$ cat src/rtl/tws_pkg.sv
package tws_pkg;
  localparam int BYTE_W = 8;
  localparam logic [3:0] BIT_LAST = 4'd8;
  localparam logic [3:0] BIT_MACK = 4'd9;

  typedef enum logic [2:0] {
    ST_IDLE,
    ST_CTRL,
    ST_AHI,
    ST_ALO,
    ST_WDAT,
    ST_RDAT
  } tws_state_t;
endpackage

$ cat src/rtl/tws_sync.sv
module tws_sync (
  input  logic clk,
  input  logic rst,
  input  logic scl_i,
  input  logic sda_i,
  output logic scl_lvl,
  output logic scl_rise,
  output logic scl_fall,
  output logic sda_lvl,
  output logic start_c,
  output logic stop_c
);
  logic scl_m, scl_s, scl_q;
  logic sda_m, sda_s, sda_q;

  always_ff @(posedge clk) begin
    if (rst) begin
      {scl_m, scl_s, scl_q} <= 3'b111;
      {sda_m, sda_s, sda_q} <= 3'b111;
    end else begin
      scl_m <= scl_i;
      scl_s <= scl_m;
      scl_q <= scl_s;
      sda_m <= sda_i;
      sda_s <= sda_m;
      sda_q <= sda_s;
    end
  end

  assign scl_lvl  = scl_s;
  assign sda_lvl  = sda_s;
  assign scl_rise = scl_s & ~scl_q;
  assign scl_fall = ~scl_s & scl_q;
  assign start_c  = scl_s & scl_q & sda_q & ~sda_s;
  assign stop_c   = scl_s & scl_q & ~sda_q & sda_s;
endmodule

$ cat src/rtl/tws_engine.sv
module tws_engine
  import tws_pkg::*;
#(
  parameter int ADDR_W = 13,
  parameter int SEL_W = 3,
  parameter logic [3:0] DEV_CODE = 4'b1010
) (
  input  logic              clk,
  input  logic              rst,
  input  logic              scl_lvl,
  input  logic              scl_rise,
  input  logic              scl_fall,
  input  logic              sda_lvl,
  input  logic              start_c,
  input  logic              stop_c,
  input  logic [SEL_W-1:0]  strap_i,
  input  logic              busy_i,
  input  logic [BYTE_W-1:0] rd_data_i,
  output logic              sda_oe_o,
  output logic              wr_valid_o,
  output logic [BYTE_W-1:0] wr_data_o,
  output logic [ADDR_W-1:0] mem_addr_o,
  output logic              rd_req_o,
  output logic              commit_o
);
  localparam int HI_W = ADDR_W - BYTE_W;

  tws_state_t        st, nxt;
  logic [3:0]        bitcnt;
  logic              in_ack;
  logic [BYTE_W-1:0] sh, tx;
  logic [1:0]        pend;
  logic [ADDR_W-1:0] ptr;
  logic [HI_W-1:0]   hi;
  logic              wrote;
  logic              ctl_ok, dec_rx;

  assign ctl_ok = (sh[7:4] == DEV_CODE) && (sh[3:1] == strap_i) && !busy_i;
  assign dec_rx = (st != ST_IDLE) && (st != ST_RDAT) && scl_fall && !in_ack && (bitcnt == BIT_LAST);

  always_ff @(posedge clk) begin
    if (rst) begin
      st <= ST_IDLE; nxt <= ST_IDLE; bitcnt <= '0; in_ack <= 1'b0;
      sh <= '0; tx <= '0; pend <= '0; ptr <= '0; hi <= '0; wrote <= 1'b0;
      sda_oe_o <= 1'b0; wr_valid_o <= 1'b0; wr_data_o <= '0;
      mem_addr_o <= '0; rd_req_o <= 1'b0; commit_o <= 1'b0;
    end else begin
      wr_valid_o <= 1'b0;
      rd_req_o   <= 1'b0;
      commit_o   <= 1'b0;
      pend       <= {pend[0], 1'b0};
      if (pend[1]) tx <= rd_data_i;

      if (stop_c) begin
        st <= ST_IDLE; in_ack <= 1'b0; sda_oe_o <= 1'b0;
        commit_o <= wrote; wrote <= 1'b0;
      end else if (start_c) begin
        st <= ST_CTRL; bitcnt <= '0; in_ack <= 1'b0; sda_oe_o <= 1'b0;
      end else if (st == ST_RDAT) begin
        if (scl_rise) begin
          if (bitcnt < BIT_LAST) begin
            bitcnt <= bitcnt + 4'd1;
          end else if (bitcnt == BIT_LAST) begin
            ptr <= ptr + 1'b1;
            if (!sda_lvl) begin
              rd_req_o <= 1'b1; mem_addr_o <= ptr + 1'b1;
              pend <= 2'b01; bitcnt <= BIT_MACK;
            end else begin
              st <= ST_IDLE;
            end
          end
        end else if (scl_fall) begin
          if (bitcnt == BIT_LAST) begin
            sda_oe_o <= 1'b0;
          end else if (bitcnt == BIT_MACK) begin
            sda_oe_o <= ~tx[7]; bitcnt <= '0;
          end else if (bitcnt != 4'd0) begin
            tx <= {tx[6:0], 1'b0}; sda_oe_o <= ~tx[6];
          end
        end
      end else if (st != ST_IDLE) begin
        if (scl_rise && bitcnt < BIT_LAST) begin
          sh <= {sh[6:0], sda_lvl};
          bitcnt <= bitcnt + 4'd1;
        end else if (scl_fall && in_ack) begin
          in_ack <= 1'b0; bitcnt <= '0; st <= nxt;
          sda_oe_o <= (nxt == ST_RDAT) ? ~tx[7] : 1'b0;
        end else if (dec_rx) begin
          in_ack <= 1'b1;
          case (st)
            ST_CTRL: begin
              if (ctl_ok) begin
                sda_oe_o <= 1'b1;
                if (sh[0]) begin
                  nxt <= ST_RDAT; rd_req_o <= 1'b1; mem_addr_o <= ptr; pend <= 2'b01;
                end else begin
                  nxt <= ST_AHI;
                end
              end else begin
                st <= ST_IDLE;
              end
            end
            ST_AHI: begin
              sda_oe_o <= 1'b1; hi <= sh[HI_W-1:0]; nxt <= ST_ALO;
            end
            ST_ALO: begin
              sda_oe_o <= 1'b1; ptr <= {hi, sh}; nxt <= ST_WDAT;
            end
            default: begin
              sda_oe_o <= 1'b1; wr_valid_o <= 1'b1; wr_data_o <= sh;
              mem_addr_o <= ptr; ptr <= ptr + 1'b1; wrote <= 1'b1; nxt <= ST_WDAT;
            end
          endcase
        end
      end
    end
  end

  // the enable never moves while the bus clock stays high
  p_oe_steady_r3: assert property (@(posedge clk) disable iff (rst)
    (scl_lvl && !scl_rise) |-> $stable(sda_oe_o));
  // write, read and commit strobes never overlap
  p_strobe_excl_r5: assert property (@(posedge clk) disable iff (rst)
    $onehot0({wr_valid_o, rd_req_o, commit_o}));
  // a control byte completing under busy leaves the line released
  p_busy_noack_r7: assert property (@(posedge clk) disable iff (rst)
    (dec_rx && st == ST_CTRL && busy_i) |=> !sda_oe_o);
  // read requests are single-cycle pulses
  p_rdreq_pulse_r8: assert property (@(posedge clk) disable iff (rst)
    rd_req_o |=> !rd_req_o);
endmodule

$ cat src/rtl/tws_mem_slave.sv
module tws_mem_slave
  import tws_pkg::*;
#(
  parameter int ADDR_W = 13,
  parameter int SEL_W = 3,
  parameter logic [3:0] DEV_CODE = 4'b1010
) (
  input  logic              clk,
  input  logic              rst,
  input  logic              scl_i,
  input  logic              sda_i,
  input  logic [SEL_W-1:0]  strap_i,
  input  logic              busy_i,
  output logic              sda_oe_o,
  output logic              wr_valid_o,
  output logic [BYTE_W-1:0] wr_data_o,
  output logic [ADDR_W-1:0] mem_addr_o,
  output logic              rd_req_o,
  input  logic [BYTE_W-1:0] rd_data_i,
  output logic              commit_o
);
  logic scl_lvl, scl_rise, scl_fall, sda_lvl, start_c, stop_c;

  tws_sync u_sync (
    .clk(clk), .rst(rst), .scl_i(scl_i), .sda_i(sda_i),
    .scl_lvl(scl_lvl), .scl_rise(scl_rise), .scl_fall(scl_fall),
    .sda_lvl(sda_lvl), .start_c(start_c), .stop_c(stop_c)
  );

  tws_engine #(.ADDR_W(ADDR_W), .SEL_W(SEL_W), .DEV_CODE(DEV_CODE)) u_eng (
    .clk(clk), .rst(rst), .scl_lvl(scl_lvl), .scl_rise(scl_rise),
    .scl_fall(scl_fall), .sda_lvl(sda_lvl), .start_c(start_c), .stop_c(stop_c),
    .strap_i(strap_i), .busy_i(busy_i), .rd_data_i(rd_data_i),
    .sda_oe_o(sda_oe_o), .wr_valid_o(wr_valid_o), .wr_data_o(wr_data_o),
    .mem_addr_o(mem_addr_o), .rd_req_o(rd_req_o), .commit_o(commit_o)
  );
endmodule

$ cat config.mk
export PLATFORM = sky130hd
export DESIGN_NAME = tws_mem_slave
export DESIGN_NICKNAME = d
export VERILOG_FILES = /design/src/rtl/tws_pkg.sv /design/src/rtl/tws_sync.sv /design/src/rtl/tws_engine.sv /design/src/rtl/tws_mem_slave.sv
export SDC_FILE = /design/constraint.sdc
export NUM_CORES = 1
export LEC_CHECK = 0
export BUFFER_PORTS_ARGS = -buffer_cell sky130_fd_sc_hd__buf_2
export CORE_AREA = 2 2 120 122
export CTS_CLUSTER_SIZE = 25
export DETAILED_ROUTE_END_ITERATION = 10
export DIE_AREA = 0 0 122 124
export SETUP_SLACK_MARGIN = 0.1
export SKIP_CTS_REPAIR_TIMING = 1
export SLEW_MARGIN = 25
export SYNTH_ARGS = -nofsm -noshare
export SYNTH_HDL_FRONTEND = slang
export SYNTH_SLANG_ARGS = --single-unit
export TNS_END_PERCENT = 100
$ cat constraint.sdc
create_clock -name clk -period 2 [get_ports clk]
set_input_delay 0.4 -clock clk [delete_from_list [all_inputs] [get_ports clk]]
set_output_delay 0.4 -clock clk [all_outputs]
set_load 0.05 [all_outputs]
### Word level (Yosys, flattened, before mapping)

Index checks and enable logic that the tools add are counted.

| word-level totals | value |
|---|---|
| flip-flop bits (word level) | 79 |
| word-level logic and storage cells | 225 |

| operators by class | value |
|---|---|
| add/sub/neg operators | 2 |
| $lt $le $gt $ge | 1 |
| equality and inequality tests | 38 |
| multiplexer cells | 99 |
| bitwise gates (word level) | 21 |
| reductions and logical operators | 40 |

Operators by type and width:

| kind | number |
|---|---|
| 13-bit 2-to-1 mux | 19 |
| 8-bit 2-to-1 mux | 9 |
| 13-bit case mux with 2 select lines | 2 |
| 4-bit 2-to-1 mux | 12 |
| 3-bit 2-to-1 mux | 13 |
| 8-bit AND reduction | 4 |
| 1-bit 2-to-1 mux | 29 |
| 2-bit 2-to-1 mux | 14 |
| 9-bit AND reduction | 2 |
| 2-bit by 1-bit != test with 1-bit output, second input constant | 8 |
| 4-bit nonzero test | 4 |
| 1-bit NOT | 14 |
| 7-bit AND reduction | 2 |
| 13-bit by 1-bit adder with 13-bit output, second input constant | 1 |
| 13-bit AND reduction | 1 |
| 4-bit == test, second input constant | 3 |
| 3-bit != test, second input constant | 4 |
| 4-bit by 3-bit != test with 1-bit output, second input constant | 3 |
| 3-bit nonzero test | 4 |
| 5-bit != test, second input constant | 2 |
| 10-bit AND reduction | 1 |
| 3-bit by 2-bit != test with 1-bit output, second input constant | 3 |
| 1-bit logical AND | 8 |
| 2-bit != test, second input constant | 4 |
| 19 further kinds | 35 |

### Longest topological paths before layout

| depth | value |
|---|---|
| depth in word-level cells | 12 |
| depth in mapped cells | 9 |
| depth with buffers taken out | 7 |

### Hierarchy

Synthesis repeated with hierarchy kept, for this count alone.

| unflattened totals | value |
|---|---|
| cell total of the unflattened synthesis | 488 |
| area, all modules | 4125.2 µm² |

By module, submodules not included:

| module | instances | cells each | area each (µm²) | sequential area each (µm²) |
|---|---|---|---|---|
| tws_engine | 1 | 472 | 3935.0 | 1441.4 |
| tws_sync | 1 | 16 | 190.2 | 120.1 |

### Least setup slack after synthesis

Ideal clock, no wire load.

| timing path | value |
|---|---|
| kind | register -> register |
| start point | reg u_eng.bitcnt[0] |
| end point | reg u_eng.wr_data_o[0] |
| arrival | 1.939 ns |
| path slack | -0.066 ns |
| stages on the path, launching flop included | 8 |
| buffers on the path | 0 |
| cell sequence | dfxtp_1 inv_1 ha_1 and4bb_4 nand4_4 a2111oi_4 mux2i_1 nor2_1 |

| on the way | value |
|---|---|
| longest elaborated chain between the ends | 4 |
| elaborated cells between the ends (all ways) | 6 |

Ends and longest elaborated chain:

| item | line | text |
|---|---|---|
| from (decl) | tws_engine.sv:29 | `logic [3:0] bitcnt;` |
| from (signal assigned) | tws_engine.sv:62 | `bitcnt <= bitcnt + 4'd1;` |
| from (signal assigned) | tws_engine.sv:84 | `bitcnt <= bitcnt + 4'd1;` |
| 4-bit less-than comparator | tws_engine.sv:82 | `if (scl_rise && bitcnt < BIT_LAST) begin` |
| 1-bit logical AND | tws_engine.sv:82 |  |
| 1-bit NOT (no source line) | n/a |  |
| 8-bit AND reduction (no source line) (*) | n/a |  |
| to (signal assigned) | tws_engine.sv:45 | `sda_oe_o <= 1'b0; wr_valid_o <= 1'b0; wr_data_o <= '0;` |
| to (signal assigned) | tws_engine.sv:110 | `sda_oe_o <= 1'b1; wr_valid_o <= 1'b1; wr_data_o <= sh;` |
| to (decl) | tws_engine.sv:21 | `output logic [BYTE_W-1:0] wr_data_o,` |

Mark *: on every way between the ends. The rest lies on a longest branch, timed or not.
A chain may end at the register's enable or synchronous reset.

### Worst setup path in the final report

| timing path | value |
|---|---|
| start point | reg u_sync.scl_q |
| end point | reg u_eng.ptr[0] |

| on the way | value |
|---|---|
| longest elaborated chain between the ends | 6 |
| elaborated cells between the ends (all ways) | 20 |

Ends and longest elaborated chain:

| item | line | text |
|---|---|---|
| from (decl) | tws_sync.sv:13 | `logic scl_m, scl_s, scl_q;` |
| from (signal assigned) | tws_sync.sv:23 | `scl_q <= scl_s;` |
| 1-bit AND | tws_sync.sv:33 | `assign scl_fall = ~scl_s & scl_q;` |
| 1-bit logical AND (3 in a row) | tws_engine.sv:39 | `assign dec_rx = (st != ST_IDLE) && (st != ST_RDAT) && scl_fall && !in_ack && (bitcnt == BIT_LAST);` |
| 2-bit nonzero test (no source line) | n/a |  |
| 10-bit AND reduction (no source line) (*) | n/a |  |
| to (signal assigned) | tws_engine.sv:64 | `ptr <= ptr + 1'b1;` |
| to (decl) | tws_engine.sv:33 | `logic [ADDR_W-1:0] ptr;` |

Marked as above.

==> out/qor.txt <==
Pin count of the biggest net entering global routing: 46
Endpoints failing setup: 0
Skew final: 0.006661 ns
Worst Path Required: 2.27 ns
Floorplan core area: 0.01372 sq mm
Worst slew pin tran: 0.3950 ns
Count of H-tree levels built during CTS: 3
Total die area: 0.01513 sq mm
Total detailed-routing wirelength: 11,640 microns
Clock latency at the later pin of the worst-skew pair: 0.34 ns
Final estimated routing congestion in global placement: 0.8621
Clock slew at reported path FFs: 0.06 ns
Post-route DRC violation count: 0
Area grow syn2layout: 31.02%
Count of routing violations after the opening detailed-route iteration: 229
Length of the first detailed-routing pass in iterations: 4
Share of the cycle needed by the critical path after routing: 96.66%
Worst slew margin relative to its limit: 73.57%
Leading cell type in the layout, fill and taps excluded: dfxtp_1
Vias post-DR: 3,845
Instance count of the mapped netlist: 486
Number of endpoints with negative hold slack in the final report: 0
CP bufs+invs: 1
Vias in the first global route: 3,557
Clock root cell: clkbuf_16
Register bit total from synthesis: 78
TritonCTS clock tree: yes
Outcome: completed
Critical path endpoint category: flop
Placement row count: 43
Antenna-violating nets left: 0
Largest delay share family, worst path: simple AND/OR/NAND/NOR gates
Netlist cell types: 66
Die Y: 124 microns
Overall Global Routing Usage: 15.25%
Post-synth design cell area: 0.004187 sq mm
Die W: 122 microns
Nets in the synthesized netlist: 510
CP max FO: 4
Min-delay worst type: input pin to flop
Max incr delay on CP: 0.39 ns
Input/output buffers: 40
Synthesis warning total: 0
Worst-case clock buffer depth: 2
Post-Place Worst Slack: -0.1326 ns
IO Count: 41
Max-slew violation count: 0
Most frequent cells in the layout: dfxtp_1, nor2_1, buf_4
Worst setup slack after layout: 0.06683 ns
Antenna violations before repair: 0
Ys async rst share: 0%
Antenna Cells: 0
Largest vdd supply drop: 0.3626 mV
Unrepaired setup endpoints after global routing: true
Clock tree sinks: 78
Starting Density: 30.52%
Dominant synthesized flop cell: dfxtp_1
Setup Crit Path Kind: flop to flop
HPWL after detailed placement: 8139 microns
Startpoint kind of the worst setup timing path: flop
Number of buffers created by CTS: 9
Sequential element share of the synthesized area: 37.30%
Final min period: 1.933 ns
Average footprint of a synthesized cell: 8.614 sq um
Fmax: 517.3 MHz
Post-route total power: 0.003498 W
Average wire per cell in the routed design: 15.75 microns
Vias per Instance: 5.203
Filler cells: 1,355
Number of flops mapped to enable cells by yosys: 0
Final Net Count: 578
Max-capacitance violation count: 0
Congestion Overflow GR: 0
Crit path max-delay cell type: or3_4
Wire length of the first global-routing pass: 18,080 microns
Critical path cell sequence: inv_2 > ha_4 > nor2b_4 > a211o_1 > or3_4 > or3_1 > a31oi_1
Standby leakage power: 2.108 nW
Power density over cell area: 637.8 mW/mm^2
Fraction of final layout cells sized beyond drive strength 1: 30.77%
CP arrival: 2.20 ns
-- power by group --
group          switching [W]  internal, W
clock               0.000647      0.00109
sequential        0.00000707      0.00156
combinational       0.000119    0.0000782
total               0.000773      0.00273
-- layout make-up --
| cell class | count | area, sq um | area share (%) |
|---|---|---|---|
| clock buffer | 10 | 229.0 | 4.174 |
| clock inverter | 6 | 86.33 | 1.574 |
| inverter | 10 | 37.54 | 0.6843 |
| multi-input combinational | 361 | 2623 | 47.81 |
| sequential | 78 | 1580 | 28.81 |
| tap | 180 | 225.2 | 4.106 |
| timing repair buffer | 94 | 704.4 | 12.84 |
-- cells by family (layout without fill, tap and decap cells) --
kind of cell	count (synthesis)	after routing	share of synthesized area (%)
and+or+nand+nor	179	179	22.36
AOI/OAI and AO/OA	117	118	19.79
DFF	78	78	37.30
buffers and inverters	48	120	5.110
muxes	39	39	9.504
xor gates and xnor gates	17	17	3.556
adders and majority gates	8	8	2.391
-- synth_stat cells (8+ instances only) --
master	n	area [sq um]
ha_1	8	100.1
a21oi_1	28	140.1
xnor2_1	10	87.58
mux2i_1	33	330.3
o211ai_1	9	67.56
o21ai_0	10	50.05
o21ai_1	10	50.05
nand3_1	16	80.08
nor2_1	61	229.0
inv_1	9	33.78
nor3_1	20	100.1
buf_2	9	45.04
nand2_1	27	101.4
clkbuf_1	24	90.09
dfxtp_1	78	1562
o41ai_1	8	70.07
-- flip-flops by register name (all words and copies together), names as in the netlist, 3 cells and up --
name              cells
u_eng.bitcnt          4
u_eng.hi              5
u_eng.mem_addr_o     13
u_eng.nxt             3
u_eng.ptr            13
u_eng.sh              8
u_eng.st              3
u_eng.tx              8
u_eng.wr_data_o       8
-- path summary, 6_finish.rpt --
path,from,to,slack (ns),cells after the start
worst max-delay path,u_sync.scl_q,u_eng.ptr[0],0.07,7
worst min-delay path,sda_i,u_sync.sda_m,0.24,2
worst max register to register,u_sync.scl_q,u_eng.ptr[0],0.07,7
worst min register to register,u_sync.sda_m,u_sync.sda_lvl,0.41,1
-- through the flow --
stage | util (%) | cells | cell area, sq um | hold WS [ns] | setup TNS (ns)
2_1_floorplan | - | 486 | 4225 | 0.3894 | 0
3_3_place_gp | 35.70 | 716 | 4897 | 0.3925 | -0.2060
3_5_place_dp | 35.70 | 716 | 4897 | 0.3933 | -1.264
4_1_cts | 37.99 | 732 | 5213 | 0.2300 | -1.590
5_1_grt | 39.98 | 739 | 5485 | 0.2320 | -0.01168
6_report | 39.98 | 739 | 5485 | 0.2417 | 0
-- per-layer routing --
layer  vias up  GRT usage, %  wire (microns)
met3        16         2.930             396
met1      1833         21.15            5658
li1       1902             -               -
met2        94         23.53            5357
met4         0         5.532             230
met5         -             0               0
No activity file was read; power rests on OpenSTA's default activity.
